## src/rtl/csmc_pkg.sv

```systemverilog
// Shared types for the chip-select memory controller.
// Assumes a single bank and one outstanding access at a time.
package csmc_pkg;

    typedef enum logic [1:0] {
        ST_IDLE   = 2'd0,
        ST_ACCESS = 2'd1,
        ST_RECOV  = 2'd2
    } seq_state_t;

    typedef struct packed {
        logic       early_cs;   // drop CS/WE one clock early on writes
        logic       ext_term;   // end access on device acknowledge
        logic [3:0] len_code;   // access length minus one
    } timing_cfg_t;

    localparam int CFG_W = 6;

endpackage

```

## src/rtl/csmc_regs.sv

```systemverilog
// Configuration registers and bank decode.
// Holds the bank base and timing register, written through a simple
// strobe interface, and compares the upper address bits with the base.
// Assumes MATCH_W <= CFG_W.
module csmc_regs
    import csmc_pkg::*;
#(
    parameter int MATCH_W = 4
) (
    input  logic               clk,
    input  logic               rst_n,
    input  logic               cfg_wr,
    input  logic               cfg_sel,
    input  logic [CFG_W-1:0]   cfg_wdata,
    input  logic [MATCH_W-1:0] addr_hi,
    output timing_cfg_t        timing,
    output logic               hit
);

    logic [MATCH_W-1:0] base_q;

    // Register writes; timing defaults to the slowest programmed length.
    always_ff @(posedge clk) begin
        if (!rst_n) begin
            base_q <= '0;
            timing <= '{early_cs: 1'b0, ext_term: 1'b0, len_code: 4'hF};
        end else if (cfg_wr) begin
            if (cfg_sel) timing <= timing_cfg_t'(cfg_wdata);
            else         base_q <= cfg_wdata[MATCH_W-1:0];
        end
    end

    // Bank match on the upper address bits.
    always_comb hit = (addr_hi == base_q);

endmodule

```

## src/rtl/csmc_seq.sv

```systemverilog
// Access sequencer: accepts a request, counts access clocks, drives the
// strobes and produces the acknowledge and watchdog error.
// Assumes the master holds its request until acknowledged. Timing is
// latched at acceptance, so register writes mid-access do not disturb it.
module csmc_seq
    import csmc_pkg::*;
#(
    parameter int WDOG_CLKS = 256
) (
    input  logic        clk,
    input  logic        rst_n,
    input  logic        start,
    input  logic        req_write,
    input  timing_cfg_t timing,
    input  logic        mem_ext_ack,
    output logic        accept,
    output logic        done,
    output logic        err,
    output logic        rd_cycle,
    output logic        cs_n,
    output logic        oe_n,
    output logic        we_n
);

    localparam int SPAN = (WDOG_CLKS > 16) ? WDOG_CLKS : 16;
    localparam int CW   = $clog2(SPAN);

    seq_state_t  state;
    logic [CW-1:0] cnt;
    logic        wr_q;
    timing_cfg_t tcfg_q;
    logic        in_access;
    logic        last_norm;
    logic        wdog_end;
    logic        early_drop;

    // Decode of the current access clock.
    always_comb begin
        in_access  = (state == ST_ACCESS);
        last_norm  = (cnt == CW'(tcfg_q.len_code));
        wdog_end   = (cnt == CW'(WDOG_CLKS - 1));
        accept     = start && ((state == ST_IDLE) || (state == ST_RECOV));
        done       = in_access && (tcfg_q.ext_term ? (mem_ext_ack || wdog_end) : last_norm);
        err        = in_access && tcfg_q.ext_term && !mem_ext_ack && wdog_end;
        early_drop = in_access && wr_q && tcfg_q.early_cs && !tcfg_q.ext_term
                     && last_norm && (tcfg_q.len_code != 4'd0);
        rd_cycle   = in_access && !wr_q;
    end

    // Strobe generation from the sequencer state.
    always_comb begin
        cs_n = !(in_access && !early_drop);
        we_n = !(in_access && wr_q && !early_drop);
        oe_n = !(in_access && !wr_q && (cnt != '0));
    end

    // State, clock counter and per-access latches.
    always_ff @(posedge clk) begin
        if (!rst_n) begin
            state  <= ST_IDLE;
            cnt    <= '0;
            wr_q   <= 1'b0;
            tcfg_q <= '{early_cs: 1'b0, ext_term: 1'b0, len_code: 4'hF};
        end else begin
            case (state)
                ST_IDLE, ST_RECOV: begin
                    if (accept) begin
                        state  <= ST_ACCESS;
                        cnt    <= '0;
                        wr_q   <= req_write;
                        tcfg_q <= timing;
                    end else begin
                        state <= ST_IDLE;
                    end
                end
                ST_ACCESS: begin
                    if (done) state <= ST_RECOV;
                    else      cnt   <= cnt + 1'b1;
                end
                default: state <= ST_IDLE;
            endcase
        end
    end

endmodule

```

## src/rtl/csmc_datapath.sv

```systemverilog
// Address, write-data and read-data latches between bus and device.
// Read data passes straight through in the acknowledge clock and is
// captured at its end so the master sees a stable value afterwards.
module csmc_datapath #(
    parameter int AW = 16,
    parameter int DW = 16
) (
    input  logic          clk,
    input  logic          rst_n,
    input  logic          accept,
    input  logic          done,
    input  logic          rd_cycle,
    input  logic [AW-1:0] req_addr,
    input  logic [DW-1:0] req_wdata,
    input  logic [DW-1:0] mem_rdata,
    output logic [AW-1:0] mem_addr,
    output logic [DW-1:0] mem_wdata,
    output logic [DW-1:0] rdata
);

    logic [DW-1:0] rdata_q;
    logic          rd_take;

    always_comb rd_take = done && rd_cycle;

    // Capture request fields at acceptance, read data at acknowledge.
    always_ff @(posedge clk) begin
        if (!rst_n) begin
            mem_addr  <= '0;
            mem_wdata <= '0;
            rdata_q   <= '0;
        end else begin
            if (accept) begin
                mem_addr  <= req_addr;
                mem_wdata <= req_wdata;
            end
            if (rd_take) rdata_q <= mem_rdata;
        end
    end

    // Pass-through in the acknowledge clock, held value otherwise.
    always_comb rdata = rd_take ? mem_rdata : rdata_q;

endmodule

```

## src/rtl/csmc_top.sv

```systemverilog
// Chip-select memory controller top: one bank, programmed-length or
// externally terminated accesses, watchdog, one recovery clock.
// Assumes a single master that holds req_valid until req_ack.
module csmc_top
    import csmc_pkg::*;
#(
    parameter int AW        = 16,
    parameter int DW        = 16,
    parameter int MATCH_W   = 4,
    parameter int WDOG_CLKS = 256
) (
    input  logic             clk,
    input  logic             rst_n,
    input  logic             cfg_wr,
    input  logic             cfg_sel,
    input  logic [CFG_W-1:0] cfg_wdata,
    input  logic             req_valid,
    input  logic             req_write,
    input  logic [AW-1:0]    req_addr,
    input  logic [DW-1:0]    req_wdata,
    output logic             req_ack,
    output logic             req_err,
    output logic [DW-1:0]    req_rdata,
    output logic             mem_cs_n,
    output logic             mem_oe_n,
    output logic             mem_we_n,
    output logic [AW-1:0]    mem_addr,
    output logic [DW-1:0]    mem_wdata,
    input  logic [DW-1:0]    mem_rdata,
    input  logic             mem_ext_ack
);

    timing_cfg_t timing;
    logic        hit;
    logic        start;
    logic        accept;
    logic        rd_cycle;

    always_comb start = req_valid && hit;

    csmc_regs #(.MATCH_W(MATCH_W)) u_regs (
        .clk       (clk),
        .rst_n     (rst_n),
        .cfg_wr    (cfg_wr),
        .cfg_sel   (cfg_sel),
        .cfg_wdata (cfg_wdata),
        .addr_hi   (req_addr[AW-1 -: MATCH_W]),
        .timing    (timing),
        .hit       (hit)
    );

    csmc_seq #(.WDOG_CLKS(WDOG_CLKS)) u_seq (
        .clk         (clk),
        .rst_n       (rst_n),
        .start       (start),
        .req_write   (req_write),
        .timing      (timing),
        .mem_ext_ack (mem_ext_ack),
        .accept      (accept),
        .done        (req_ack),
        .err         (req_err),
        .rd_cycle    (rd_cycle),
        .cs_n        (mem_cs_n),
        .oe_n        (mem_oe_n),
        .we_n        (mem_we_n)
    );

    csmc_datapath #(.AW(AW), .DW(DW)) u_dp (
        .clk       (clk),
        .rst_n     (rst_n),
        .accept    (accept),
        .done      (req_ack),
        .rd_cycle  (rd_cycle),
        .req_addr  (req_addr),
        .req_wdata (req_wdata),
        .mem_rdata (mem_rdata),
        .mem_addr  (mem_addr),
        .mem_wdata (mem_wdata),
        .rdata     (req_rdata)
    );

endmodule

```

## config.mk

```make
export PLATFORM = sky130hd
export DESIGN_NAME = csmc_top
export DESIGN_NICKNAME = d
export VERILOG_FILES = /design/src/rtl/csmc_pkg.sv /design/src/rtl/csmc_regs.sv /design/src/rtl/csmc_seq.sv /design/src/rtl/csmc_datapath.sv /design/src/rtl/csmc_top.sv
export SDC_FILE = /design/constraint.sdc
export NUM_CORES = 1
export LEC_CHECK = 0
export ABC_AREA = 1
export BUFFER_PORTS_ARGS = -buffer_cell sky130_fd_sc_hd__buf_2
export CORE_ASPECT_RATIO = 0.6
export CORE_UTILIZATION = 50
export DETAILED_ROUTE_END_ITERATION = 8
export PLACE_DENSITY = 0.76
export SETUP_SLACK_MARGIN = 0.02
export SYNTH_ARGS = -nofsm -noshare
export SYNTH_HDL_FRONTEND = slang
export SYNTH_HIERARCHICAL = 1
export SYNTH_SLANG_ARGS = --single-unit
```

## constraint.sdc

```tcl
create_clock -name clk -period 2.3 [get_ports clk]
set_clock_uncertainty 0.1 [all_clocks]
set_input_delay 0.115 -clock clk [delete_from_list [all_inputs] [get_ports clk]]
set_output_delay 0.115 -clock clk [all_outputs]
set_load 0.02 [all_outputs]
```

* After elaboration in Yosys (flattened, before gate mapping)
Index checks and enable logic that the tools add are counted.
Cells by class: bitwise gates (word level) 1, mux-type cells 8, reduce and logical (&&, ||, !) cells 34, $add $sub $neg 1, eq/ne operators 8
Operator list (number):
- $logic_and A1 B1 Y1 | 16
- $mux W16 | 1
- $mux W8 | 2
- $pmux W8 S2 | 1
- $add A8 B1 Y8 const B | 1
- $eq A8 B4 Y1 | 1
- $eq A8 B8 Y1 const B | 1
- $reduce_bool A8 Y1 | 1
- $logic_not A1 Y1 | 7
- $reduce_and A2 Y1 | 3
- $eq A4 B4 Y1 | 1
- $ne A2 B2 Y1 const B | 2
- $pmux W2 S2 | 1
- $reduce_bool A4 Y1 | 1
- $reduce_and A3 Y1 | 1
- $eq A2 B1 Y1 const B | 1
- $eq A2 B2 Y1 const B | 1
- $logic_not A2 Y1 | 1
- $logic_or A1 B1 Y1 | 2
- $mux W1 | 2
- $mux W2 | 1
- $ne A2 B1 Y1 const B | 1
- $reduce_bool A2 Y1 | 1
- $reduce_or A2 Y1 | 1
- $not A1 Y1 | 1
Storage, ports and cells: output and inout port bits 53, register bits 75, logic and storage cells 65

* Depth between registers and ports, before layout
Gate-level depths: netlist of run 1.
depth in word-level cells 9, depth in mapped cells 14, depth with buffers taken out 14

* Modules after synthesis
Netlist of run 1, hierarchy kept.
Modules (own cells, without submodules):
- csmc_datapath | cells an instance 274, area an instance 1981.9 um^2, times used 1
- csmc_seq | cells an instance 151, area an instance 1003.5 um^2, times used 1
- csmc_regs | cells an instance 61, area an instance 417.9 um^2, times used 1
- csmc_top | cells an instance 2, area an instance 7.5 um^2, times used 1

* Least setup slack after synthesis of run 1
OpenSTA, ideal clock, no wires.
path kind register to output, start reg u_seq.cnt[0], end out req_rdata[10], setup slack 54 ps, data required time 2085 ps, data arrival time 2031 ps, path buffers 2, stages on the path, launching flop included 12, path through dfxtp_1 ha_1 nand3_1 o211ai_2 nand2_4 nor2_1 buf_4 nand2_4 buf_6 nand2_2 nand2_2 inv_1
Between the ends: word-level cells in the longest chain between the ends 6, elaborated cells between the ends (all ways) 7, classes of those cells eq/ne (2); mux (2); reduce/logical (3)
Ends and longest elaborated chain:
- start, declared | RTL line csmc_seq.sv:29 | logic [CW-1:0] cnt;
- start signal, assigned | RTL line csmc_seq.sv:78 | else cnt <= cnt + 1'b1;
- $eq A8 B8 Y1 | RTL line csmc_seq.sv:41 | wdog_end = (cnt == CW'(WDOG_CLKS - 1));
- $logic_or A1 B1 Y1 | RTL line csmc_seq.sv:43 | done = in_access && (tcfg_q.ext_term ? (mem_ext_ack || wdog_end) : last_norm);
- $mux W1 * | RTL line csmc_seq.sv:43
- $logic_and A1 B1 Y1 * | RTL line csmc_seq.sv:43
- net req_ack | RTL line csmc_top.sv:21 | output logic req_ack,
- $logic_and A1 B1 Y1 * | RTL line csmc_datapath.sv:24 | always_comb rd_take = done && rd_cycle;
- $mux W16 * | RTL line csmc_datapath.sv:42 | always_comb rdata = rd_take ? mem_rdata : rdata_q;
- end, declared | RTL line csmc_top.sv:23 | output logic [DW-1:0] req_rdata,
Mark *: on every way through the listed nets, which the timed path passes. The rest lies on a longest branch.

* Final worst setup path of run 1
start reg u_seq.cnt[3], end out req_rdata[3]
Between the ends: word-level cells in the longest chain between the ends 6, elaborated cells between the ends (all ways) 7, classes of those cells eq/ne (2); mux (2); reduce/logical (3)
Ends and longest elaborated chain (RTL line):
- $eq A8 B8 Y1 | csmc_seq.sv:41
- $logic_or A1 B1 Y1 | csmc_seq.sv:43
- $mux W1 * | csmc_seq.sv:43
- $logic_and A1 B1 Y1 * | csmc_seq.sv:43
- $logic_and A1 B1 Y1 * | csmc_datapath.sv:24
- $mux W16 * | csmc_datapath.sv:42
Every way passes the cells marked *; elsewhere a longest branch is shown, timed or not.

==> results of run 1 <==
[layer usage]
| metal | vias up | global-route usage [%] | wire (µm) | part of all wire, % |
|---|---|---|---|---|
| li1 | 1821 | - | - | - |
| met1 | 1595 | 33.1 | 4070 | 43 |
| met2 | 166 | 45.4 | 4470 | 47 |
| met3 | 11 | 6.90 | 811 | 8.6 |
| met4 | 0 | 7.77 | 82 | 0.87 |
| met5 | - | 0 | 0 | 0 |
[layout by cell type (no fill, tap or decap), types with 2 or more instances in the layout]
master / n
nor3_1: 4
o21ai_0: 13
clkbuf_16: 9
nand2_2: 26
bufinv_16: 2
nand2_1: 61
nand2_8: 2
nand3_2: 2
clkbuf_1: 2
buf_2: 105
buf_12: 3
dfxtp_4: 4
nor2_1: 100
nor2_2: 18
nand3_1: 31
dfxtp_2: 2
nand4_1: 2
inv_2: 7
buf_4: 25
nand2_4: 3
o21ai_1: 30
clkinv_2: 2
a21oi_1: 7
dlygate4sd3_1: 39
o211ai_1: 4
dfxtp_1: 69
xnor2_1: 2
inv_1: 71
[metrics by stage]
step           TNS, ns  utilization (%)  worst slack [ns]  area [µm²]
3_5_place_dp         0             63.7            0.0815        4030
3_3_place_gp         0             63.7             0.146        4030
2_1_floorplan        0                -            0.0537        3410
6_report             0             78.7            0.0704        4980
5_1_grt        -0.0180             78.7           -0.0131        4980
4_1_cts              0             76.2            0.0204        4830
[final timing paths]
path | end | slack [ns] | cells after the start
worst max register to register | u_seq/cnt[4]$_SDFFE_PN0P_ | 0.44 | 12
worst max-delay path | req_rdata[3] | 0.07 | 14
worst min-delay path | u_dp/rdata_q[8]$_SDFF_PN0_ | 0.02 | 5
worst min register to register | u_regs/timing[0]$_SDFFE_PN1P_ | 0.38 | 2
[sequential cells by signal, summed over array words and instances (netlist names)]
name	count
u_dp/mem_addr	16
u_dp/mem_wdata	16
u_dp/rdata_q	16
u_regs/base_q	4
u_regs/timing	6
u_seq/cnt	8
u_seq/state	2
u_seq/tcfg_q	6
u_seq/wr_q	1
[layout make-up]
class,instances,share of cell area (%)
Sequential cell,75,30.5
Clock inverter,4,1.48
Tap cell,84,2.11
Inverter,79,5.97
Clock buffer,12,4.94
Multi-Input combinational cell,315,31.7
Timing Repair Buffer,172,23.3
[worst max-delay path, delay by kind of cell, from the launching register on]
kind | cells | cell delay, ns
buffers and inverters | 4 | 0.42
DFF | 1 | 0.37
and+or+nand+nor | 10 | 0.89
[repair_timing]
action                                 in CTS  in global routing
cloned                                      0                  1
setup buffers                               3                 11
resized for setup                          11                 23
endpoints found under the hold margin      43                  0
pin swaps                                   2                 11
hold buffers                               39                  0
setup endpoints to repair                  16                 16
[report_power, final]
group | internal (W) | switching (W)
registers | 0.00134 | 0.0000285
logic | 0.000149 | 0.000174
clock network | 0.000980 | 0.000499
[cells by family after synthesis]
logic type	after synthesis	synth area share (%)
AOI/OAI and AO/OA	56	8.84
and+or+nand+nor	254	34.0
xor gates and xnor gates	2	0.514
DFF	75	44.0
adders and majority gates	2	0.734
buffers and inverters	99	11.9
==> impl_metrics.env, run 1 <==
export IMPL_io_pins=114
export IMPL_hpwlAfterDp_um=5800
export IMPL_numPortBuffers=113
export IMPL_fp_dieW_um=109
export IMPL_finalCritPeriodShare_pct=96.9
export IMPL_wirelength_um=9430
export IMPL_drc=0
export IMPL_drv_cap=0
export IMPL_die_h_um=66.0
export IMPL_grt_usage_pct=26.6
export IMPL_cts_root_buffer="clkbuf_16"
export IMPL_worst_slew_pin_transition_ns=0.642
export IMPL_slew_headroom_pct=57.2
export IMPL_rsz0062_at_grt="true"
export IMPL_grt_overflow=0
export IMPL_fp_dieArea_um2=7170
export IMPL_numCtsBuffers=9
export IMPL_timing_final_crit_period_ns=2.23
export IMPL_cts_tree="yes"
export IMPL_syn_num_nets=551
export IMPL_hold_path_startpoint="mem_rdata[8]"
export IMPL_vdd_drop_max_uv=407
export IMPL_grt_pass1_wl_um=14700
export IMPL_drt_pass1_iterations=5
export IMPL_clock_fmax_ghz=0.449
export IMPL_synth_warnings=6
export IMPL_hp_class="primary input to flop"
export IMPL_clock_path_buffers=2
export IMPL_diodes=0
export IMPL_hold_viol=0
export IMPL_synth_seq_cells=75
export IMPL_outcome="complete, no violations"
export IMPL_synth_top_area_share_pct=44.0
export IMPL_synth_avg_cell_area_um2=6.99
export IMPL_gp_congestion=0.869
export IMPL_critPathCaptureType="primary output"
export IMPL_cp_slowest_stage_delay_ns=0.37
export IMPL_antenna_found_initial=0
export IMPL_worstPathArrival_ns=2.01
export IMPL_cts_sinks=75
export IMPL_grt_pass1_vias=3221
export IMPL_core_area_um2=6330
export IMPL_syn_area_um2=3410
export IMPL_drive_gt1_share_pct=33.2
export IMPL_r2r_start="u_regs/base_q[2]$_SDFFE_PN0P_"
export IMPL_synth_edff_count=0
export IMPL_power_per_cell_area_nw_per_um2=635
export IMPL_startpoint_type="flop"
export IMPL_multi_input_area_um2=1580
export IMPL_setup_viol=0
export IMPL_syn_inst=488
export IMPL_yosysUniqueCellTypes=31
export IMPL_cp_max_fo=8
export IMPL_dp_cells=671
export IMPL_p_leak_nw=2.65
export IMPL_synth_seq_area_share_pct=44.0
export IMPL_fillers=445
export IMPL_seq_area_um2=1520
export IMPL_start_util_pct=53.9
export IMPL_stdcell_count=741
export IMPL_crit_required_ns=2.09
export IMPL_routedWlPerCell_um=12.7
export IMPL_ys_flop_type="dfxtp_1"
export IMPL_cp_startpoint="u_seq/cnt[3]$_SDFFE_PN0P_"
export IMPL_antenna_left=0
export IMPL_cts_max_level=3
export IMPL_drt_initial_drc_count=248
export IMPL_maxSlewViolCount=0
export IMPL_synth_area_top_cells="dfxtp_1, nor2_1, inv_1"
export IMPL_layout_nets=715
export IMPL_synth_common_cells="nor2_1, dfxtp_1, inv_1"
export IMPL_via_count=3593
export IMPL_viasPerCell=4.85
export IMPL_whs_ns=0.0249
export IMPL_async_flop_share_pct=0
export IMPL_critPathSlowestCell="dfxtp_4"
export IMPL_synthToLayoutAreaGrowth_pct=46.1
export IMPL_critPathKind="flop to primary output"
export IMPL_post_synth_top_count_cell="nor2_1"
export IMPL_rows=22
export IMPL_synth_top_cell_by_area="dfxtp_1"
export IMPL_clk_pin_slew_ns=0.06
export IMPL_insertion_delay_ns=0.32
export IMPL_path_cells="inv_2, nand2_1, nand2_1, nor2_2, nand3_2, nand2_2, nand2_4, nor2_4, buf_12, nand2_4, nand2_1, nand2_1, inv_1, buf_2"
export IMPL_p_total_w=0.00317
export IMPL_worst_path_most_repeated_cell="nand2_1"
export IMPL_grt_max_degree=38
(Power assumes the default switching activity.)
==> run 2, diff against run 1 <==
--- a/config.mk
+++ b/config.mk
@@ -8,6 +8,7 @@
 export ABC_AREA = 1
 export BUFFER_PORTS_ARGS = -buffer_cell sky130_fd_sc_hd__buf_2
 export CORE_ASPECT_RATIO = 0.6
+export CORE_MARGIN = 2
 export CORE_UTILIZATION = 50
 export DETAILED_ROUTE_END_ITERATION = 8
 export PLACE_DENSITY = 0.76
==> run 2 against run 1 <==
Net effect: highest routed layer unchanged; non-clock buffer count up 8; die area up 4.9%; cell area up 5.3%; worst hold slack worse by 0.0093 ns; power down 2.3%; critical endpoint is now req_rdata[9]; via count up 4.4%; final cell count up 1.3%; core utilization up 0.24 points; setup slack worse by 0.048 ns; clock power down 6%; fmax down 2.1%; global-route usage down 1.5 points.
==> impl_metrics.env, run 2 (synthesis gave the netlist of run 1 again) <==
export IMPL_rows=23
export IMPL_sw_frac_of_total_pct=23.9
export IMPL_mostFrequentLayoutCell="nor2_1"
export IMPL_wl_met2_um=5300
export IMPL_cts_max_level=3
export IMPL_fp_dieW_um=111
export IMPL_fillers=439
export IMPL_power_per_cell_area_nw_per_um2=590
export IMPL_antenna_found_initial=0
export IMPL_p_comb_share_pct=11.0
export IMPL_drt_initial_drc_count=306
export IMPL_crit_required_ns=2.09
export IMPL_finalCritPeriodShare_pct=99.0
export IMPL_routedWlPerCell_um=14.5
export IMPL_critPathCaptureType="primary output"
export IMPL_drt_pass1_iterations=5
export IMPL_grt_usage_pct=25.1
export IMPL_worst_slew_pin_transition_ns=0.643
export IMPL_route_met3_wl_um=786
export IMPL_maxSlewViolCount=0
export IMPL_grt_max_degree=37
export IMPL_tns_ns=0
export IMPL_highest_layer="met4"
export IMPL_multi_input_area_um2=1760
export IMPL_cts_sinks=75
export IMPL_antenna_left=0
export IMPL_grt_overflow=0
export IMPL_insertion_delay_ns=0.33
export IMPL_p_total_w=0.00310
export IMPL_timing_final_crit_period_ns=2.28
export IMPL_drive_gt1_share_pct=39.2
export IMPL_internal_power_w=0.00236
export IMPL_wirelength_um=10900
export IMPL_post_dp_cell_area_um2=4030
export IMPL_largestRegisters="u_dp/mem_addr x16, u_dp/mem_wdata x16, u_dp/rdata_q x16"
export IMPL_grt_pass1_wl_um=15200
export IMPL_fp_dieArea_um2=7520
export IMPL_diodes=0
export IMPL_start_util_pct=51.3
export IMPL_rrSetupSlack_ns=0.33
export IMPL_startpoint_type="flop"
export IMPL_drv_cap=0
export IMPL_power_frac_seq_pct=44.2
export IMPL_clk_pin_slew_ns=0.06
export IMPL_cp_max_fo=8
export IMPL_hp_class="primary input to flop"
export IMPL_slew_headroom_pct=57.1
export IMPL_fin_area_um2=5250
export IMPL_setup_viol=0
export IMPL_hold_viol=0
export IMPL_met1Wirelength_um=4610
export IMPL_worstPathArrival_ns=2.06
export IMPL_seq_area_um2=1520
export IMPL_hpwlAfterDp_um=6000
export IMPL_via_count=3752
export IMPL_layout_nets=723
export IMPL_core_area_um2=6650
export IMPL_cp_slowest_stage_delay_ns=0.36
export IMPL_path_cells="inv_1, nand2_1, nor2_4, nand3_4, nand2_4, nand2_4, nor2_4, buf_6, nand2_8, nand2_4, nand2_4, inv_2, buf_6"
export IMPL_gp_congestion=0.930
export IMPL_cts_root_buffer="clkbuf_16"
export IMPL_vdd_drop_max_uv=483
export IMPL_clock_path_buffers=2
export IMPL_p_leak_nw=2.65
export IMPL_io_pins=114
export IMPL_clock_fmax_ghz=0.439
export IMPL_die_h_um=68.0
export IMPL_utilization_pct=79.0
export IMPL_pwr_share_clk_pct=44.8
export IMPL_worst_path_most_repeated_cell="nand2_4"
export IMPL_outcome="complete, no violations"
export IMPL_dp_cells=675
export IMPL_stdcell_count=751
export IMPL_synthToLayoutAreaGrowth_pct=53.9
export IMPL_critPathSlowestCell="dfxtp_1"
export IMPL_numPortBuffers=113
export IMPL_drc=0
export IMPL_cts_tree="yes"
export IMPL_viasPerCell=5.00
export IMPL_numCtsBuffers=9
export IMPL_rsz0062_at_grt="true"
export IMPL_grt_pass1_vias=3230
export IMPL_critPathKind="flop to primary output"
export IMPL_p_switching_w=0.000740
export IMPL_most_common_layout_cells="nor2_1, buf_2, dfxtp_1"
-- run 2: cell count changes in the layout (fill, tap and decap cells not counted), moves of 8 or more --
cell / change
nand2_1: -12
inv_1: -14
nand2_4: +17
inv_2: +12
buf_6: +15
buf_2: -8
-- run 2: worst paths after layout --
path	from	endpoint	cells after the start
setup / recovery	u_seq/cnt[7]$_SDFFE_PN0P_	req_rdata[9]	13
hold / removal	mem_rdata[10]	u_dp/rdata_q[10]$_SDFF_PN0_	5
setup reg to reg	u_seq/cnt[7]$_SDFFE_PN0P_	u_dp/rdata_q[2]$_SDFF_PN0_	13
hold reg to reg	u_regs/timing[2]$_SDFFE_PN1P_	u_seq/tcfg_q[2]$_SDFFE_PN1P_	2
-- run 2: power by group through the flow --
stage	Sequential (W)	Combinational [W]	Clock, W
after floorplan	0.00141	0.000133	0
after global placement	0.00139	0.000253	0
after detailed placement	0.00139	0.000258	0
after CTS	0.00137	0.000314	0.00141
after global routing	0.00137	0.000371	0.00146
final	0.00137	0.000341	0.00139
-- run 2: layout make-up --
| cell class | count | share of cell area [%] |
|---|---|---|
| flip-flops and latches | 75 | 29.0 |
| inverters | 79 | 5.77 |
| multi-input cells | 315 | 33.5 |
| well taps | 87 | 2.07 |
| repair buffers | 180 | 24.0 |
| clock inverters | 4 | 0.977 |
| clock buffers | 11 | 4.62 |
-- run 2: timing repair --
action / in CTS / in global routing
pin swaps: 4 / 37
endpoints found under the setup margin: 17 / 16
endpoints found under the hold margin: 42 / 0
cloned: 1 / 1
hold buffers: 39 / 0
gates resized for setup: 19 / 100
buffers inserted: 4 / 18
-- run 2: per-layer routing --
layer	vias to the layer above	global-route usage [%]
met1	1690	32.5
li1	1841	-
met3	27	6.73
met4	0	10.0
met2	194	40.9
met5	-	0
-- run 2: per-stage QoR --
| stage | worst slack (ns) | hold slack, ns |
|---|---|---|
| 2_1_floorplan | 0.0537 | 0.128 |
| 3_3_place_gp | 0.203 | 0.236 |
| 3_5_place_dp | 0.0642 | 0.235 |
| 4_1_cts | 0.0415 | 0.00379 |
| 5_1_grt | -0.0441 | 0.0366 |
| 6_report | 0.0228 | 0.0156 |
-- run 2: worst max-delay path, delay by kind of cell (launching register included) --
kind | cells | cell delay, ns
DFF | 1 | 0.36
buffers and inverters | 4 | 0.43
and+or+nand+nor | 9 | 0.94
